File: src/rtl/pp2w_pkg.sv
package pp2w_pkg;

    localparam int HDR_W  = 8;
    localparam int TADR_W = 7;

    // Protocol phases of the target
    typedef enum logic [2:0] {
        ST_IDLE,
        ST_ADDR,
        ST_ADDR_ACK,
        ST_WR_DATA,
        ST_WR_ACK,
        ST_RD_DATA,
        ST_RD_ACK,
        ST_IGNORE
    } link_state_e;

    // Line events decoded from the synchronised samples
    typedef struct packed {
        logic scl_rise;
        logic scl_fall;
        logic start;
        logic stop;
        logic sda;
    } line_evt_t;

    function automatic logic addr_hit(input logic [HDR_W-1:0] hdr,
                                      input logic [TADR_W-1:0] own);
        return hdr[HDR_W-1:1] == own;
    endfunction

    function automatic logic hdr_is_read(input logic [HDR_W-1:0] hdr);
        return hdr[0];
    endfunction

endpackage

File: src/rtl/pp2w_line_sync.sv
module pp2w_line_sync
    import pp2w_pkg::*;
#(
    parameter int SYNC_STAGES = 2
) (
    input  logic      clk,
    input  logic      rst,
    input  logic      scl_i,
    input  logic      sda_i,
    output line_evt_t evt,
    output logic      scl_lvl,
    output logic      scl_prev
);

    localparam int LINES   = 2;
    localparam int IDX_SCL = 1;
    localparam int IDX_SDA = 0;

    logic [LINES-1:0] pin_raw;
    logic [LINES-1:0] pin_sync;
    logic [LINES-1:0] pin_prev_q;

    assign pin_raw = {scl_i, sda_i};

    // One synchroniser chain per line; both idle high
    for (genvar g = 0; g < LINES; g++) begin : g_line
        logic [SYNC_STAGES-1:0] chain_q;
        always_ff @(posedge clk) begin
            if (rst) begin
                chain_q <= '1;
            end else begin
                chain_q <= {chain_q[SYNC_STAGES-2:0], pin_raw[g]};
            end
        end
        assign pin_sync[g] = chain_q[SYNC_STAGES-1];
    end

    always_ff @(posedge clk) begin
        if (rst) begin
            pin_prev_q <= '1;
        end else begin
            pin_prev_q <= pin_sync;
        end
    end

    logic scl_now, sda_now, scl_was, sda_was;
    assign scl_now = pin_sync[IDX_SCL];
    assign sda_now = pin_sync[IDX_SDA];
    assign scl_was = pin_prev_q[IDX_SCL];
    assign sda_was = pin_prev_q[IDX_SDA];

    always_comb begin
        evt.scl_rise = scl_now & ~scl_was;
        evt.scl_fall = ~scl_now & scl_was;
        evt.start    = scl_now & scl_was & sda_was & ~sda_now;
        evt.stop     = scl_now & scl_was & ~sda_was & sda_now;
        evt.sda      = sda_now;
    end

    assign scl_lvl  = scl_now;
    assign scl_prev = scl_was;

endmodule

File: src/rtl/pp2w_proto.sv
module pp2w_proto
    import pp2w_pkg::*;
#(
    parameter int PTR_W = 8
) (
    input  logic              clk,
    input  logic              rst,
    input  line_evt_t         evt,
    input  logic [TADR_W-1:0] dev_addr,
    input  logic [HDR_W-1:0]  reg_rdata,
    output logic [PTR_W-1:0]  reg_addr,
    output logic [HDR_W-1:0]  reg_wdata,
    output logic              reg_wr,
    output logic              reg_rd,
    output logic              drive_en,
    output logic              drive_val
);

    localparam int               CNT_W   = $clog2(HDR_W + 1);
    localparam logic [CNT_W-1:0] CNT_END = CNT_W'(HDR_W);
    localparam logic [PTR_W-1:0] PTR_ONE = PTR_W'(1);

    link_state_e      st_q, st_d;
    logic [CNT_W-1:0] bitn_q, bitn_d;
    logic [HDR_W-1:0] rx_q, rx_d;
    logic [HDR_W-1:0] tx_q, tx_d;
    logic [PTR_W-1:0] ptr_q, ptr_d;
    logic             rw_q, rw_d;
    logic             first_q, first_d;
    logic             nack_q, nack_d;
    logic             drv_q, drv_d;
    logic             bit_q, bit_d;
    logic             byte_done;
    logic             load_rd;
    logic             store_wr;

    assign byte_done = (bitn_q == CNT_END);

    always_comb begin
        st_d     = st_q;
        bitn_d   = bitn_q;
        rx_d     = rx_q;
        tx_d     = tx_q;
        ptr_d    = ptr_q;
        rw_d     = rw_q;
        first_d  = first_q;
        nack_d   = nack_q;
        drv_d    = drv_q;
        bit_d    = bit_q;
        load_rd  = 1'b0;
        store_wr = 1'b0;

        if (evt.start) begin
            st_d   = ST_ADDR;
            bitn_d = '0;
            drv_d  = 1'b0;
        end else if (evt.stop) begin
            st_d   = ST_IDLE;
            bitn_d = '0;
            drv_d  = 1'b0;
        end else if (evt.scl_rise) begin
            case (st_q)
                ST_ADDR, ST_WR_DATA: begin
                    rx_d   = {rx_q[HDR_W-2:0], evt.sda};
                    bitn_d = bitn_q + 1'b1;
                end
                ST_RD_DATA: bitn_d = bitn_q + 1'b1;
                ST_RD_ACK:  nack_d = evt.sda;
                default: ;
            endcase
        end else if (evt.scl_fall) begin
            case (st_q)
                ST_ADDR: begin
                    if (byte_done) begin
                        if (addr_hit(rx_q, dev_addr)) begin
                            st_d  = ST_ADDR_ACK;
                            rw_d  = hdr_is_read(rx_q);
                            drv_d = 1'b1;
                            bit_d = 1'b0;
                        end else begin
                            st_d = ST_IGNORE;
                        end
                    end
                end
                ST_ADDR_ACK: begin
                    bitn_d = '0;
                    if (rw_q) begin
                        st_d    = ST_RD_DATA;
                        load_rd = 1'b1;
                    end else begin
                        st_d    = ST_WR_DATA;
                        first_d = 1'b1;
                        drv_d   = 1'b0;
                    end
                end
                ST_WR_DATA: begin
                    if (byte_done) begin
                        st_d  = ST_WR_ACK;
                        drv_d = 1'b1;
                        bit_d = 1'b0;
                        if (first_q) begin
                            ptr_d   = rx_q[PTR_W-1:0];
                            first_d = 1'b0;
                        end else begin
                            store_wr = 1'b1;
                        end
                    end
                end
                ST_WR_ACK: begin
                    st_d   = ST_WR_DATA;
                    drv_d  = 1'b0;
                    bitn_d = '0;
                end
                ST_RD_DATA: begin
                    if (byte_done) begin
                        st_d  = ST_RD_ACK;
                        drv_d = 1'b0;
                    end else begin
                        bit_d = tx_q[HDR_W-1];
                        tx_d  = {tx_q[HDR_W-2:0], 1'b0};
                    end
                end
                ST_RD_ACK: begin
                    if (nack_q) begin
                        st_d = ST_IGNORE;
                    end else begin
                        st_d    = ST_RD_DATA;
                        bitn_d  = '0;
                        load_rd = 1'b1;
                    end
                end
                default: ;
            endcase

            if (load_rd) begin
                bit_d = reg_rdata[HDR_W-1];
                tx_d  = {reg_rdata[HDR_W-2:0], 1'b0};
                drv_d = 1'b1;
                ptr_d = ptr_q + PTR_ONE;
            end
            if (store_wr) begin
                ptr_d = ptr_q + PTR_ONE;
            end
        end
    end

    always_ff @(posedge clk) begin
        if (rst) begin
            st_q    <= ST_IDLE;
            bitn_q  <= '0;
            rx_q    <= '0;
            tx_q    <= '0;
            ptr_q   <= '0;
            rw_q    <= 1'b0;
            first_q <= 1'b0;
            nack_q  <= 1'b0;
            drv_q   <= 1'b0;
            bit_q   <= 1'b1;
        end else begin
            st_q    <= st_d;
            bitn_q  <= bitn_d;
            rx_q    <= rx_d;
            tx_q    <= tx_d;
            ptr_q   <= ptr_d;
            rw_q    <= rw_d;
            first_q <= first_d;
            nack_q  <= nack_d;
            drv_q   <= drv_d;
            bit_q   <= bit_d;
        end
    end

    assign reg_addr  = ptr_q;
    assign reg_wdata = rx_q;
    assign reg_wr    = store_wr;
    assign reg_rd    = load_rd;
    assign drive_en  = drv_q;
    assign drive_val = bit_q;

endmodule

File: src/rtl/pp2w_sda_drv.sv
module pp2w_sda_drv (
    input  logic clk,
    input  logic rst,
    input  logic drive_en,
    input  logic drive_val,
    input  logic scl_lvl,
    input  logic scl_prev,
    output logic sda_oe,
    output logic sda_o
);

    logic oe;
    logic keep_q;

    // Drive only when the clock has been low for two consecutive samples
    assign oe = drive_en & ~scl_lvl & ~scl_prev;

    always_ff @(posedge clk) begin
        if (rst) begin
            keep_q <= 1'b1;
        end else if (oe) begin
            keep_q <= drive_val;
        end
    end

    assign sda_oe = oe;
    assign sda_o  = oe ? drive_val : keep_q;

endmodule

File: src/rtl/pp2w_target.sv
module pp2w_target
    import pp2w_pkg::*;
#(
    parameter int SYNC_STAGES = 2,
    parameter int PTR_W       = 8
) (
    input  logic              clk,
    input  logic              rst,
    input  logic              scl_i,
    input  logic              sda_i,
    input  logic [TADR_W-1:0] dev_addr,
    output logic              sda_oe,
    output logic              sda_o,
    output logic [PTR_W-1:0]  reg_addr,
    output logic [HDR_W-1:0]  reg_wdata,
    output logic              reg_wr,
    output logic              reg_rd,
    input  logic [HDR_W-1:0]  reg_rdata
);

    line_evt_t line_evt;
    logic      scl_sync;
    logic      scl_sync_prev;
    logic      drive_en;
    logic      drive_val;
    logic      stop_seen;

    pp2w_line_sync #(
        .SYNC_STAGES(SYNC_STAGES)
    ) i_sync (
        .clk     (clk),
        .rst     (rst),
        .scl_i   (scl_i),
        .sda_i   (sda_i),
        .evt     (line_evt),
        .scl_lvl (scl_sync),
        .scl_prev(scl_sync_prev)
    );

    pp2w_proto #(
        .PTR_W(PTR_W)
    ) i_proto (
        .clk      (clk),
        .rst      (rst),
        .evt      (line_evt),
        .dev_addr (dev_addr),
        .reg_rdata(reg_rdata),
        .reg_addr (reg_addr),
        .reg_wdata(reg_wdata),
        .reg_wr   (reg_wr),
        .reg_rd   (reg_rd),
        .drive_en (drive_en),
        .drive_val(drive_val)
    );

    pp2w_sda_drv i_drv (
        .clk      (clk),
        .rst      (rst),
        .drive_en (drive_en),
        .drive_val(drive_val),
        .scl_lvl  (scl_sync),
        .scl_prev (scl_sync_prev),
        .sda_oe   (sda_oe),
        .sda_o    (sda_o)
    );

    assign stop_seen = line_evt.stop;

endmodule

File: config.mk
export PLATFORM = sky130hd
export DESIGN_NAME = pp2w_target
export DESIGN_NICKNAME = d
export VERILOG_FILES = /design/src/rtl/pp2w_pkg.sv /design/src/rtl/pp2w_line_sync.sv /design/src/rtl/pp2w_proto.sv /design/src/rtl/pp2w_sda_drv.sv /design/src/rtl/pp2w_target.sv
export SDC_FILE = /design/constraint.sdc
export NUM_CORES = 1
export LEC_CHECK = 0
export ABC_AREA = 1
export BUFFER_PORTS_ARGS = -buffer_cell sky130_fd_sc_hd__buf_2
export CORE_ASPECT_RATIO = 1.2
export CORE_MARGIN = 8
export CORE_UTILIZATION = 45
export CTS_CLUSTER_SIZE = 30
export DETAILED_ROUTE_END_ITERATION = 8
export PLACE_DENSITY = 0.68
export SYNTH_ARGS = -nofsm -noshare
export SYNTH_HDL_FRONTEND = slang
export SYNTH_SLANG_ARGS = --single-unit
export TNS_END_PERCENT = 100
File: constraint.sdc
create_clock -name clk -period 1.75 [get_ports clk]
set_input_delay 0.2625 -clock clk [delete_from_list [all_inputs] [get_ports clk]]
set_output_delay 0.2625 -clock clk [all_outputs]
set_load 0.02 [all_outputs]
# Word level (Yosys, flattened, before mapping)

Cells that the tools add are included.

Register bits after elaboration: 43
Input bits: 19
Output and inout port bits: 20
Logic and storage cells: 146

Add/sub/neg operators: 2
Eq/ne operators: 25
Multiplexer cells: 61
Bitwise operators: 16
Reductions and logical operators: 27

Operator list:

| kind                  | number |
|---|---|
| $mux W8               | 8 |
| $mux W1               | 37 |
| $reduce_and A7 Y1     | 3 |
| $pmux W3 S6           | 1 |
| $reduce_and A6 Y1     | 3 |
| $mux W4               | 4 |
| $mux W3               | 5 |
| $reduce_bool A3 Y1    | 5 |
| $ne A3 B1 Y1 const B  | 4 |
| $ne A4 B2 Y1 const B  | 3 |
| $reduce_and A4 Y1     | 3 |
| $reduce_bool A6 Y1    | 2 |
| $and A1 B1 Y1         | 9 |
| $eq A3 B3 Y1 const B  | 3 |
| $ne A3 B3 Y1 const B  | 3 |
| $reduce_and A9 Y1     | 1 |
| $add A8 B1 Y8 const B | 1 |
| $pmux W4 S2           | 1 |
| $reduce_and A8 Y1     | 1 |
| $reduce_bool A8 Y1    | 1 |
| $eq A7 B7 Y1          | 1 |
| $not A1 Y1            | 7 |
| $eq A3 B2 Y1 const B  | 2 |
| $ne A2 B1 Y1 const B  | 3 |
| 13 further kinds      | 20 |

# Depth between registers and ports, before layout

Gate-level depths: netlist (run 1).

Depth after elaboration: 11
Depth in mapped cells: 12

# Cells and area by module

Synthesis (run 1) repeated with hierarchy kept, for this count alone.

Cells, all modules: 371
Area, all modules: 2421.1 um^2

By module, submodules not included:

| module         | instances | cells each | area each (um^2) | seq. area each (um^2) |
|---|---|---|---|---|
| pp2w_proto     | 1         | 336        | 2149.6           | 700.7 |
| pp2w_line_sync | 1         | 25         | 205.2            | 120.1 |
| pp2w_sda_drv   | 1         | 10         | 66.3             | 20.0 |

# Least setup slack after synthesis (run 1)

OpenSTA, ideal clock, no wires.

Kind: register to output
From: register i_proto.bitn_q[0]
To: output port reg_wr
Arrival time: 1.534 ns
Path slack: -0.046 ns
Stages on the path, launching flop included: 7
Path buffers: 0
Path through: dfxtp_1 > inv_1 > ha_1 > nand3_1 > nor3_2 > inv_1 > nor3_1

Word-level cells in the longest chain between the ends: 11

RTL lines:

| element                  | RTL line          | source |
|---|---|---|
| start: declaration       | pp2w_proto.sv:24  | `logic [CNT_W-1:0] bitn_q, bitn_d;` |
| start signal: assignment | pp2w_proto.sv:161 | `bitn_q <= bitn_d;` |
| $eq A4 B4 Y1             | pp2w_proto.sv:37  | `assign byte_done = (bitn_q == CNT_END);` |
| $mux W1                  | pp2w_proto.sv:97  | `if (byte_done) begin` |
| $mux W1                  | pp2w_proto.sv:72  | `case (st_q)` |
| $mux W1                  | pp2w_proto.sv:71  | `end else if (evt.scl_fall) begin` |
| $mux W1                  | pp2w_proto.sv:61  | `end else if (evt.scl_rise) begin` |
| $mux W1                  | pp2w_proto.sv:57  | `end else if (evt.stop) begin` |
| $mux W1                  | pp2w_proto.sv:53  | `if (evt.start) begin` |
| $mux W1                  | pp2w_proto.sv:71  |  |
| $mux W1                  | pp2w_proto.sv:61  |  |
| $mux W1                  | pp2w_proto.sv:57  |  |
| $mux W1                  | pp2w_proto.sv:53  |  |
| end: declaration         | pp2w_target.sv:16 | `output logic reg_wr,` |

No other way between the ends. The select of a mux whose other input is x is not followed.

# Worst setup path after layout (run 1)

From: register i_sync.g_line[1].chain_q[1]
To: output port reg_wr

Word-level cells in the longest chain between the ends: 6

RTL lines:

| element                  | RTL line             | source |
|---|---|---|
| start: declaration       | pp2w_line_sync.sv:27 | `logic [SYNC_STAGES-1:0] chain_q;` |
| start signal: assignment | pp2w_line_sync.sv:32 | `chain_q <= {chain_q[SYNC_STAGES-2:0], pin_raw[g]};` |
| $not A1 Y1               | pp2w_line_sync.sv:54 | `evt.scl_fall = ~scl_now & scl_was;` |
| $and A1 B1 Y1            | pp2w_line_sync.sv:54 |  |
| $mux W1                  | pp2w_proto.sv:71     |  |
| $mux W1                  | pp2w_proto.sv:61     |  |
| $mux W1                  | pp2w_proto.sv:57     |  |
| $mux W1 (*)              | pp2w_proto.sv:53     |  |

Mark *: on every way between the ends. The rest lies on a longest branch, timed or not.

==> results of run 1 <==
-- per-layer routing --
layer / routed length (um) / track usage
met1: 2890 / 0.173
met2: 3680 / 0.329
met3: 422 / 0.0458
met4: 183 / 0.0797
met5: 0 / 0
-- state kept, by name, indices dropped and copies added (netlist names) --
register / count
i_proto.reg_wdata: 8
i_proto.tx_q: 7
i_sync.g_line.chain_q: 4
i_sync.pin_prev_q: 2
i_proto.st_q: 3
i_proto.drive_val: 1
i_proto.reg_addr: 8
i_proto.first_q: 1
i_proto.rw_q: 1
i_proto.nack_q: 1
i_drv.keep_q: 1
i_proto.bitn_q: 4
i_proto.drive_en: 1
-- what timing repair did --
action                                  CTS  global route
buffers inserted                          4             6
pin swaps                                 6             2
cloned                                    0             0
hold buffers                              0             0
endpoints found under the setup margin    2            10
gates resized for setup                  26            16
-- power by group through the flow --
stage / combinational (W) / clock, W / sequential (W)
2_1_floorplan: 0.0000846 / 0 / 0.000992
3_3_place_gp: 0.000156 / 0 / 0.000991
3_5_place_dp: 0.000158 / 0 / 0.000991
4_1_cts: 0.000169 / 0.000652 / 0.000970
5_1_grt: 0.000198 / 0.000694 / 0.000971
6_report: 0.000177 / 0.000632 / 0.000969
-- area by class of cell --
class,instances,share of cell area
Clock buffer,6,0.0217
Clock inverter,2,0.00411
Inverter,59,0.0677
Multi-Input combinational cell,286,0.465
Sequential cell,42,0.255
Tap cell,64,0.0239
Timing Repair Buffer,81,0.163
-- per-stage QoR --
stage,util,power [W],setup TNS [ns],instance area [um^2],cells
after floorplan,-,0.00108,0,2590,397
after global placement,0.542,0.00115,0,3030,522
after detailed placement,0.542,0.00115,0,3030,522
after CTS,0.578,0.00179,-0.00653,3230,534
after global routing,0.598,0.00186,-0.233,3350,540
final,0.598,0.00178,-0.00427,3350,540
-- worst max-delay path, cell delays in order, from the launching register on --
cell      delay (ns)
dfxtp_4         0.38
ha_4            0.16
nand3b_1        0.12
nand2_2         0.08
buf_6           0.13
nor3_4          0.18
buf_6           0.14
-- final timing paths --
| kind | endpoint | cells past startpoint |
|---|---|---|
| setup / recovery | reg_wr | 6 |
| hold / removal | i_sync.g_line[0].chain_q[0] | 2 |
| setup reg to reg | i_proto.bitn_q[1] | 10 |
| hold reg to reg | i_sync.g_line[0].chain_q[1] | 1 |
-- cells in the final DEF, fill, tap and decap left out, types with 2 or more instances in the layout --
cell type	n
nand4_1	9
buf_6	4
or2_2	4
dfxtp_2	3
buf_4	40
nand3_2	2
nor2_2	4
dfxtp_4	2
xor2_1	6
nand2_4	4
nor3_4	2
inv_2	8
inv_1	48
nor2_4	3
ha_4	4
o21ai_1	3
buf_2	36
inv_4	2
dfxtp_1	37
nand2_2	9
o211ai_1	5
a21oi_1	23
a31oi_1	2
nand3_1	17
nor3_2	2
nand2_1	102
clkbuf_8	5
nor3_1	3
o21ai_0	19
ha_1	4
nor2_1	50
-- kinds of logic after synthesis --
group / count (synthesis) / share of synthesized area
AND/OR/NAND/NOR: 214 / 0.370
flip-flops: 42 / 0.325
AO/OA/AOI/OAI: 57 / 0.127
buffers and inverters: 69 / 0.116
XOR/XNOR: 7 / 0.0237
adder cells (fa/ha/maj): 8 / 0.0387
==> impl_metrics.env, run 1 <==
export IMPL_status="finished, violations left"
export IMPL_failed_checks="negative setup slack"
export IMPL_die_h_um=99.0
export IMPL_power_per_cell_area_nw_per_um2=531
export IMPL_worstPathMaxFanout=5
export IMPL_cp_required_ns=1.49
export IMPL_cts_buffers_inserted=5
export IMPL_power_share_sequential=0.545
export IMPL_slew_viol_final=0
export IMPL_drive_gt1_frac=0.296
export IMPL_cts_sinks=42
export IMPL_routed_via_density=4.99
export IMPL_drt_iter0_drc=131
export IMPL_synth_top_area_cell="dfxtp_1"
export IMPL_die_w_um=85.2
export IMPL_grt_first_pass_wirelength_um=12000
export IMPL_ys_seq_area_frac=0.325
export IMPL_antenna_found_initial=0
export IMPL_worstHoldStart="sda_i"
export IMPL_nNetsFinal=502
export IMPL_post_place_ws_ns=0.0490
export IMPL_reg2reg_from="i_sync.g_line[1].chain_q[1]"
export IMPL_area_delta_synth_final_pct=29.4
export IMPL_p_switching_w=0.000458
export IMPL_synth_cell_types=36
export IMPL_fin_crit_ns=1.75
export IMPL_grt_pass1_vias=2777
export IMPL_min_path_type="in2reg"
export IMPL_synth_area_um2=2590
export IMPL_syn_num_nets=424
export IMPL_layout_setup_ws_ns=-0.00427
export IMPL_grt_overflow=0
export IMPL_ir_worst_vdd_mv=0.351
export IMPL_cts_root_buf="clkbuf_8"
export IMPL_synth_edf_count=0
export IMPL_finalHoldViolCount=0
export IMPL_fmax_mhz=570
export IMPL_clk_latency_ns=0.30
export IMPL_worst_pin_slew_ns=0.348
export IMPL_rsz0062_at_grt="yes"
export IMPL_cp_start_kind="flop"
export IMPL_synth_area_leaders="dfxtp_1 (33%), nand2_1 (15%), inv_1 (7.8%)"
export IMPL_ios=39
export IMPL_fin_crit_sh=1.00
export IMPL_cts_tree="built"
export IMPL_p_comb_frac=0.100
export IMPL_core_um2=5590
export IMPL_cts_max_path_buffers=2
export IMPL_insertedDiodeCount=0
export IMPL_multiInputGateArea_um2=1560
export IMPL_routedWlPerCell_um=13.3
export IMPL_p_leak_nw=1.67
export IMPL_grtUsageTotal=0.175
export IMPL_crit_type="reg2out"
export IMPL_yosysMostFrequentCell="nand2_1"
export IMPL_synth_seq_cells=42
export IMPL_wl_um=7170
export IMPL_finalClockSkew_ns=0.00813
export IMPL_netlist_area_leader_share=0.325
export IMPL_synth_async_reset_ratio=0
export IMPL_startpoint="i_sync.g_line[1].chain_q[1]"
export IMPL_netlist_instances=397
export IMPL_clkPwrFrac=0.355
export IMPL_start_util=0.462
export IMPL_place_congestion=0.920
export IMPL_cp_arrival_ns=1.49
export IMPL_drc=0
export IMPL_fill_cells=545
export IMPL_io_buffer_count=38
export IMPL_r2r_slack_ns=0.07
export IMPL_drtAntennaViolNets=0
export IMPL_syn_area_per_cell_um2=6.51
export IMPL_ys_warn_count=0
export IMPL_grt_max_degree=17
export IMPL_p_int_w=0.00132
export IMPL_regArea_um2=852
export IMPL_dp_hpwl_um=5490
export IMPL_rows=30
export IMPL_drt_pre_antenna_iters=4
export IMPL_path_clk_slew_ns=0.08
export IMPL_relSlewSlack=0.766
export IMPL_whs_ns=0.147
export IMPL_cts_max_level=2
export IMPL_swShare=0.258
export IMPL_setup_viol=1
export IMPL_synth_main_ff_cell="dfxtp_1"
export IMPL_vias=2693
export IMPL_synth_commonest_cells="nand2_1 (105), inv_1 (54), nor2_1 (53), dfxtp_1 (42), a21oi_1 (23)"
export IMPL_cap_violations=0
export IMPL_endpoint_kind="output pin"
export IMPL_die_area_um2=8440
Note: power is estimated with default switching activity, not from simulation.
==> run 2, diff against run 1 <==
- CORE_UTILIZATION: 45 -> 35
- PLACE_DENSITY: 0.68 -> not set
==> impl_metrics.env, run 2 (same netlist as run 1, synthesis figures left out) <==
export IMPL_whs_ns=0.133
export IMPL_worst_pin_slew_ns=0.356
export IMPL_fmax_mhz=557
export IMPL_slew_viol_final=0
export IMPL_design_area_um2=3410
export IMPL_drt_pre_antenna_iters=4
export IMPL_insertedDiodeCount=0
export IMPL_swShare=0.239
export IMPL_r2r_slack_ns=0.08
export IMPL_endpoint_kind="output pin"
export IMPL_wl_um=7140
export IMPL_area_delta_synth_final_pct=31.7
export IMPL_min_path_type="in2reg"
export IMPL_worstPathMaxFanout=4
export IMPL_cp_required_ns=1.49
export IMPL_path_clk_slew_ns=0.08
export IMPL_cp_common_cell="nor3_4"
export IMPL_fin_crit_sh=1.03
export IMPL_routed_via_density=4.74
export IMPL_path_cells="inv_4 > ha_4 > nand3_4 > nor3_4 > inv_2 > nor3_4 > buf_6"
export IMPL_grt_max_degree=22
export IMPL_finalClockSkew_ns=0.00692
export IMPL_die_area_um2=10400
export IMPL_ir_worst_vdd_mv=0.387
export IMPL_nNetsFinal=501
export IMPL_power_share_sequential=0.505
export IMPL_start_util=0.360
export IMPL_p_comb_frac=0.090
export IMPL_cts_sinks=42
export IMPL_failed_checks="negative setup slack"
export IMPL_crit_path_max_incr_delay_ns=0.37
export IMPL_cts_buffers_inserted=5
export IMPL_most_common_layout_cells="nand2_1 (101), nor2_1 (49), inv_1 (46), buf_4 (39), buf_2 (36)"
export IMPL_drtAntennaViolNets=0
export IMPL_rsz0062_at_grt="yes"
export IMPL_io_buffer_count=38
export IMPL_cap_violations=0
export IMPL_clkPwrFrac=0.406
export IMPL_place_area_um2=2980
export IMPL_layout_commonest_cell="nand2_1"
export IMPL_p_leak_nw=1.66
export IMPL_crit_family="simple AND/OR/NAND/NOR gates"
export IMPL_cts_max_path_buffers=2
export IMPL_grt_overflow=0
export IMPL_p_switching_w=0.000458
export IMPL_core_um2=7190
export IMPL_place_congestion=0.934
export IMPL_drt_iter0_drc=120
export IMPL_rows=34
export IMPL_routedWlPerCell_um=12.6
export IMPL_dp_hpwl_um=5350
export IMPL_drive_gt1_frac=0.309
export IMPL_cts_tree="built"
export IMPL_cp_slowest_cell="dfxtp_4"
export IMPL_crit_type="reg2out"
export IMPL_vias=2680
export IMPL_cts_root_buf="clkbuf_8"
export IMPL_crit_buf_inv=3
export IMPL_layout_setup_ws_ns=-0.0462
export IMPL_status="finished, violations left"
export IMPL_fin_crit_ns=1.80
export IMPL_antenna_found_initial=0
export IMPL_grt_pass1_vias=2552
export IMPL_cts_max_level=2
export IMPL_die_h_um=110
export IMPL_setup_viol=1
export IMPL_cp_arrival_ns=1.53
export IMPL_ios=39
export IMPL_grtUsageTotal=0.141
export IMPL_grt_first_pass_wirelength_um=11600
export IMPL_p_int_w=0.00146
export IMPL_drc=0
export IMPL_cp_start_kind="flop"
export IMPL_die_w_um=94.5
export IMPL_power_per_cell_area_nw_per_um2=563
export IMPL_clk_latency_ns=0.30
export IMPL_relSlewSlack=0.762
export IMPL_finalHoldViolCount=0
## run 2: changes by cell type in the layout (fill, tap and decap cells not counted), moves of 2 or more
cell | previous run | this run
dfxtp_4 | 2 | 4
ha_2 | 0 | 2
inv_2 | 8 | 10
ha_4 | 4 | 2
inv_1 | 48 | 46
dfxtp_1 | 37 | 35
## run 2: timing repair
item	CTS	global route
endpoints found under the setup margin	8	18
hold buffers	0	0
gates cloned	0	0
pin swaps	7	9
setup buffers	13	8
resized for setup	25	26
## run 2: layout make-up
cell class / instances / area (um^2)
flip-flops and latches: 42 / 860
clock buffers: 6 / 72.6
multi-input cells: 286 / 1560
repair buffers: 80 / 538
well taps: 90 / 113
clock inverters: 2 / 37.5
inverters: 59 / 226
fillers: 741 / 3780
## run 2: path summary, 6_finish.rpt
path / cells past startpoint / startpoint / end
worst max-delay path: 7 / i_proto.bitn_q[0] / reg_wr
worst min-delay path: 2 / scl_i / i_sync.g_line[1].chain_q[0]
worst max register to register: 8 / i_sync.pin_prev_q[1] / i_proto.bitn_q[1]
worst min register to register: 1 / i_sync.g_line[0].chain_q[0] / i_sync.g_line[0].chain_q[1]
## run 2: power groups by stage
stage,Clock (W),Sequential [W],Combinational [W]
after floorplan,0,0.000992,0.0000846
after global placement,0,0.000992,0.000149
after detailed placement,0,0.000993,0.000150
after CTS,0.000804,0.000968,0.000164
after global routing,0.000846,0.000969,0.000192
final,0.000778,0.000967,0.000172
## run 2: metrics by stage
stage | utilization | power, W | setup WS (ns) | cells | TNS, ns
2_1_floorplan | - | 0.00108 | 0.0921 | 397 | 0
3_3_place_gp | 0.415 | 0.00114 | 0.0300 | 537 | 0
3_5_place_dp | 0.415 | 0.00114 | -0.0120 | 537 | -0.0164
4_1_cts | 0.455 | 0.00194 | -0.0780 | 558 | -0.137
5_1_grt | 0.474 | 0.00201 | -0.151 | 565 | -0.225
6_report | 0.474 | 0.00192 | -0.0462 | 565 | -0.0462
## run 2: per-layer routing
metal  global-route usage  routed length, um  up-vias
met5                    0                  0        -
met1                0.160               3040     1203
met3               0.0332                391       17
met4               0.0581                201        0
met2                0.248               3510       59
li1                     -                  -     1401
